<file path="config.mk">
export PLATFORM = sky130hd
export DESIGN_NAME = irq_log_ctrl
export DESIGN_NICKNAME = d
export VERILOG_FILES = /design/src/rtl/irq_log_pkg.sv /design/src/rtl/irq_pin_drv.sv /design/src/rtl/irq_log_writer.sv /design/src/rtl/irq_log_ctrl.sv
export SDC_FILE = /design/constraint.sdc
export NUM_CORES = 1
export LEC_CHECK = 0
export ABC_AREA = 1
export CORE_ASPECT_RATIO = 0.9
export CORE_MARGIN = 5
export CORE_UTILIZATION = 25
export DETAILED_ROUTE_END_ITERATION = 6
export DONT_BUFFER_PORTS = 1
export GPL_TIMING_DRIVEN = 0
export SLEW_MARGIN = 20
export SYNTH_ARGS = -nofsm -noshare
export SYNTH_HDL_FRONTEND = slang
export SYNTH_SLANG_ARGS = --single-unit
</file>
<file path="constraint.sdc">
create_clock -name clk -period 1.4 [get_ports clk]
set_input_delay 0.21 -clock clk [delete_from_list [all_inputs] [get_ports clk]]
set_output_delay 0.21 -clock clk [all_outputs]
set_load 0.1 [all_outputs]
</file>
<file path="src/rtl/irq_log_pkg.sv">
// Shared constants and types for the interrupt controller.
package irq_log_pkg;
    localparam int MSG_N  = 5;   // message-class event types
    localparam int WORD_W = 16;  // shared memory word width
    // Record writer phases
    typedef enum logic [1:0] {WR_IDLE, WR_ID, WR_SRC} wr_state_e;
endpackage

</file>
<file path="src/rtl/irq_pin_drv.sv">
// One active-low interrupt line.
// Level mode: latches low on set; cleared by ack or by a pending read.
// Pulse mode: low for PULSE_CYC cycles after set; ack is ignored.
// Assumes set, ack and rd_clr are single-cycle strobes.
module irq_pin_drv #(
    parameter int PULSE_CYC = 25
) (
    input  logic clk,
    input  logic rst_n,
    input  logic level_mode,
    input  logic set,
    input  logic ack,
    input  logic rd_clr,
    output logic irq_n
);
    localparam int CNT_W = $clog2(PULSE_CYC + 1);

    logic             lvl_q;
    logic [CNT_W-1:0] cnt_q;

    // Level latch: set wins over either clear source
    always_ff @(posedge clk) begin
        if (!rst_n)                        lvl_q <= 1'b0;
        else if (set && level_mode)        lvl_q <= 1'b1;
        else if ((level_mode && ack) || rd_clr) lvl_q <= 1'b0;
    end

    // Pulse counter: reload on set, count down to zero
    always_ff @(posedge clk) begin
        if (!rst_n)                        cnt_q <= '0;
        else if (set && !level_mode)       cnt_q <= CNT_W'(PULSE_CYC);
        else if (cnt_q != '0)              cnt_q <= cnt_q - 1'b1;
    end

    // Output select by mode
    always_comb irq_n = level_mode ? ~lvl_q : (cnt_q == '0);
endmodule

</file>
<file path="src/rtl/irq_log_writer.sv">
// Writes a two-word record (event bits, source address) into a ring
// of LOG_WORDS words starting at LOG_BASE. LOG_WORDS is a power of two.
// Assumes a new record arrives no sooner than two cycles after the last.
module irq_log_writer
    import irq_log_pkg::*;
#(
    parameter int                 EV_W      = 8,
    parameter logic [WORD_W-1:0]  LOG_BASE  = 16'h0040,
    parameter int                 LOG_WORDS = 32
) (
    input  logic              clk,
    input  logic              rst_n,
    input  logic              rec_valid,
    input  logic [EV_W-1:0]   rec_id,
    input  logic [WORD_W-1:0] rec_src,
    output logic              mem_we,
    output logic [WORD_W-1:0] mem_addr,
    output logic [WORD_W-1:0] mem_wdata
);
    localparam int IDX_W = $clog2(LOG_WORDS);

    wr_state_e         st_q;
    logic [IDX_W-1:0]  idx_q;
    logic [EV_W-1:0]   id_q;
    logic [WORD_W-1:0] src_q;

    // Phase sequencing and ring offset advance
    always_ff @(posedge clk) begin
        if (!rst_n) begin
            st_q  <= WR_IDLE;
            idx_q <= '0;
            id_q  <= '0;
            src_q <= '0;
        end else begin
            case (st_q)
                WR_IDLE: if (rec_valid) begin
                    id_q  <= rec_id;
                    src_q <= rec_src;
                    st_q  <= WR_ID;
                end
                WR_ID:   st_q <= WR_SRC;
                WR_SRC: begin
                    idx_q <= idx_q + IDX_W'(2);
                    if (rec_valid) begin
                        id_q  <= rec_id;
                        src_q <= rec_src;
                        st_q  <= WR_ID;
                    end else begin
                        st_q  <= WR_IDLE;
                    end
                end
                default: st_q <= WR_IDLE;
            endcase
        end
    end

    // Memory port drive
    always_comb begin
        mem_we    = (st_q != WR_IDLE);
        mem_addr  = LOG_BASE + WORD_W'(idx_q) + ((st_q == WR_SRC) ? 16'd1 : 16'd0);
        mem_wdata = (st_q == WR_SRC) ? src_q : WORD_W'(id_q);
    end
endmodule

</file>
<file path="src/rtl/irq_log_ctrl.sv">
// Top: masks events, keeps the pending register, drives the hardware and
// message interrupt lines and feeds the ring log writer.
// Event bits [MSG_N-1:0] are message types, the rest are hardware types.
module irq_log_ctrl
    import irq_log_pkg::*;
#(
    parameter int                HW_N      = 3,
    parameter int                PULSE_CYC = 25,
    parameter logic [WORD_W-1:0] LOG_BASE  = 16'h0040,
    parameter int                LOG_WORDS = 32
) (
    input  logic                      clk,
    input  logic                      rst_n,
    input  logic                      cfg_level,
    input  logic                      evt_valid,
    input  logic [MSG_N+HW_N-1:0]     evt_bits,
    input  logic [MSG_N-1:0]          evt_cmd_en,
    input  logic [WORD_W-1:0]         evt_src,
    input  logic                      en_wr,
    input  logic [MSG_N+HW_N-1:0]     en_wdata,
    output logic [MSG_N+HW_N-1:0]     en_rdata,
    input  logic                      pend_rd,
    output logic [MSG_N+HW_N-1:0]     pend_rdata,
    input  logic                      ack_hw,
    input  logic                      ack_msg,
    output logic                      irq_hw_n,
    output logic                      irq_msg_n,
    output logic                      mem_we,
    output logic [WORD_W-1:0]         mem_addr,
    output logic [WORD_W-1:0]         mem_wdata
);
    localparam int EV_W = MSG_N + HW_N;

    logic [EV_W-1:0] en_q;
    logic [EV_W-1:0] pend_q;
    logic [EV_W-1:0] eff;
    logic [1:0]      line_set;
    logic [1:0]      line_ack;
    logic [1:0]      line_irq_n;

    // Two-stage masking of the incoming event
    always_comb begin
        eff         = evt_valid ? (evt_bits & en_q & {{HW_N{1'b1}}, evt_cmd_en}) : '0;
        line_set[0] = |eff[EV_W-1:MSG_N];
        line_set[1] = |eff[MSG_N-1:0];
        line_ack[0] = ack_hw;
        line_ack[1] = ack_msg;
    end

    // Enable register
    always_ff @(posedge clk) begin
        if (!rst_n)     en_q <= '0;
        else if (en_wr) en_q <= en_wdata;
    end

    // Pending register: read clears, new bits always land
    always_ff @(posedge clk) begin
        if (!rst_n) pend_q <= '0;
        else        pend_q <= (pend_rd ? '0 : pend_q) | eff;
    end

    // Line drivers: index 0 hardware, index 1 message
    for (genvar g = 0; g < 2; g++) begin : g_line
        irq_pin_drv #(.PULSE_CYC(PULSE_CYC)) u_drv (
            .clk        (clk),
            .rst_n      (rst_n),
            .level_mode (cfg_level),
            .set        (line_set[g]),
            .ack        (line_ack[g]),
            .rd_clr     (pend_rd),
            .irq_n      (line_irq_n[g])
        );
    end

    irq_log_writer #(
        .EV_W      (EV_W),
        .LOG_BASE  (LOG_BASE),
        .LOG_WORDS (LOG_WORDS)
    ) u_log (
        .clk       (clk),
        .rst_n     (rst_n),
        .rec_valid (|eff),
        .rec_id    (eff),
        .rec_src   (evt_src),
        .mem_we    (mem_we),
        .mem_addr  (mem_addr),
        .mem_wdata (mem_wdata)
    );

    always_comb begin
        en_rdata   = en_q;
        pend_rdata = pend_q;
        irq_hw_n   = line_irq_n[0];
        irq_msg_n  = line_irq_n[1];
    end
endmodule

</file>
==> run metrics <==
status finished, violations left; failing checks negative setup slack; num rows 36; first-pass GRT wire length between 10 and 15 mm; crit start category flip-flop; Crit. End Element primary output; Mean Syn Cell Area approximately 7.6 sq um; synthesized area between 2000 and 3000 sq um; Leak ~1.8 nW; Iteration-0 DRC Markers between 100 and 150; clk_skew between 0.003 and 0.004 ns; internal power ~4.3 mW; fin nets approximately 460; Seq/Total Area, Yosys 0.4173; Synth area leader dfxtp_1; CTS tree done; Syn. warnings 0; Worst Setup SP u_log.st_q[0]$_SDFFE_PN0P_; Clock Pin Slew Worst Setup and Hold Paths approximately 0.050 ns; most frequent cells in the layout 32 x nand2_1, 32 x dfxtp_1, 31 x buf_4; #FFs+latches synth between 50 and 60; post-route worst setup slack -0.3583 ns; Max Cap Violations 0; largest net degree at the start of global routing 11; clock network fraction of design power 0.321; Total GRT Usage 0.1404; post-route ant nets 0; Tcrit/Tclk final 1.256; post-synth top area share 0.4173; post-DR vias/cell roughly 4.5; Avg WL per Cell between 15 and 20 microns; Slew Limit Headroom 0.4300; Setup CP Type flip-flop to primary output; sw frac 0.3637; worst vdd ir ~0.65 mV; RR Startpoint en_rdata[2]$_SDFFE_PN0P_; post-synthesis cell count roughly 360; Die X between 100 and 150 microns; Top Ports 96; Final Hold Fails 0; PD cells roughly 1500 nW/um^2; Core Area about 11000 sq um; Detail Placement HPWL ~6.2 mm; Placer Congestion 0.7185; port bufs 0; combinational power share 0.355; FMAX about 570 MHz; clk buf depth 2; RSZ-0062 raised after global routing yes; die height 110.1 microns; CTS sink count 58; die area 13340 sq um; Pins Over Slew Limit 0; Slew @ Worst Pin ~0.85 ns; Setup WS pre-CTS -0.3455 ns; switching power total roughly 2.5 mW; Ant. Diodes 0; initial antenna violation count 0; WL final 9.255 mm; CTS H-Tree Depth 3; minimum clock period after layout about 1.8 ns; HP Start rst_n; CP required ~1.2 ns; Synth-to-Final Area Change 59.80%; initial core utilization 0.2563; type of the most critical hold path input port to flip-flop; clk_lat worst skew roughly 0.33 ns; Yosys cell types 32; Final setup viols just over 50; most area-consuming cells after synthesis dfxtp_1 42%, nand2_1 8.6%, a21oi_2 6.0%, nand3_1 5.6%, nor2_1 5.5%; Seq pwr share 0.324; Root Driver clkbuf_16; drt pass-1 iters 4; grt ovf 0; DRC Markers 0; vias in the first global route roughly 2600; via count between 2000 and 3000; cts bufs inserted 9; Hold WS between 0.015 and 0.02 ns; crit-path max FO 5; proportion of layout cells with a drive suffix above 1 0.5619; Critical Path AT about 1.6 ns
==> kinds of logic after synthesis <==
kind of cell | after synthesis | synth area share
xor+xnor | 4 | 0.01259
simple gates | 178 | 0.3053
buf+inv | 61 | 0.1169
compound gates | 58 | 0.1317
fa+ha+maj | 3 | 0.01349
flops | 58 | 0.4173
other cells | 2 | 0.002699
==> sequential cells by signal, summed over array words and instances, names as in the netlist <==
register,count
g_line.u_drv.cnt_q,10
en_rdata,8
u_log.idx_q,4
u_log.st_q,2
pend_rdata,8
g_line.u_drv.lvl_q,2
u_log.id_q,8
u_log.src_q,16
==> final timing paths <==
path	endpoint	slack, ns	cells after the start
max	mem_wdata[15]	-0.36	4
min	u_log.idx_q[2]$_SDFFE_PN0P_	0.02	2
max reg2reg	u_log.src_q[2]$_SDFFE_PN0P_	-0.26	8
min reg2reg	u_log.st_q[1]$_SDFFE_PN0P_	0.41	1
==> through the flow <==
step           std cells  total power [mW]  instance area [sq um]  TNS [ns]  utilization
2_1_floorplan        373             3.529                   3176    -1.752            -
6_report             572             6.774                   4447    -12.35       0.4096
3_3_place_gp         525             3.700                   3366    -9.495       0.3101
5_1_grt              572             7.114                   4447    -15.09       0.4096
4_1_cts              563             6.543                   4253    -11.79       0.3918
3_5_place_dp         525             3.771                   3366    -10.20       0.3101
==> power groups by stage <==
stage	Combinational, mW	Clock, mW	Sequential, mW
4_1_cts	2.13	2.23	2.19
3_3_place_gp	1.53	0	2.17
2_1_floorplan	1.39	0	2.14
3_5_place_dp	1.59	0	2.18
5_1_grt	2.61	2.29	2.21
6_report	2.41	2.17	2.20
==> routing by layer <==
layer  up-vias  routed length [microns]  GRT usage
met3        17                      829    0.05816
met5         -                        0          0
met4         0                      200    0.05760
li1       1251                        -          -
met1      1215                     3820     0.1690
met2        95                     4404     0.2233
==> area by class of cell <==
cell class	instances	area, sq um
inverter	35	138.9
fill	1029	6409
sequential	58	1219
clock buffer	14	295.3
tap	152	190.2
timing repair buffer	32	344.1
buffer	26	256.5
clock inverter	1	5.005
multi-input combinational	254	1998
==> critical path, cell delays in order (launching register included) <==
cell and delay [ns]:
dfxtp_4 0.36, nor2_4 0.13, inv_4 0.06, clkbuf_16 0.17
nor2_4 0.49
==> synth_stat cells <==
library cell	count
a21oi_1	24
inv_2	4
buf_12	2
inv_1	29
clkbuf_1	6
a21oi_2	19
dfxtp_1	58
conb_1	2
buf_4	14
or2_2	2
nand2_8	1
nand2_2	24
nor2_1	41
nand3_2	1
buf_6	1
nor3b_1	1
nor2_4	1
nand4_1	3
nand3b_1	2
nand3_1	31
xor2_1	3
buf_2	3
nor2_2	1
nand2_1	64
xnor2_1	1
o21ai_0	13
nor3_1	3
nand2_4	3
a31oi_1	1
o21ai_2	1
clkinv_1	2
ha_1	3
==> repair_timing <==
| action | in CTS | in global routing |
|---|---|---|
| hold endpoints to repair | 2 | 0 |
| hold buffers | 1 | 0 |
| gates cloned | 6 | 0 |
| buffers inserted | 16 | 10 |
| pin swaps | 34 | 24 |
| resized for setup | 101 | 31 |
| setup endpoints to repair | 62 | 56 |
(Power assumes the default switching activity.)
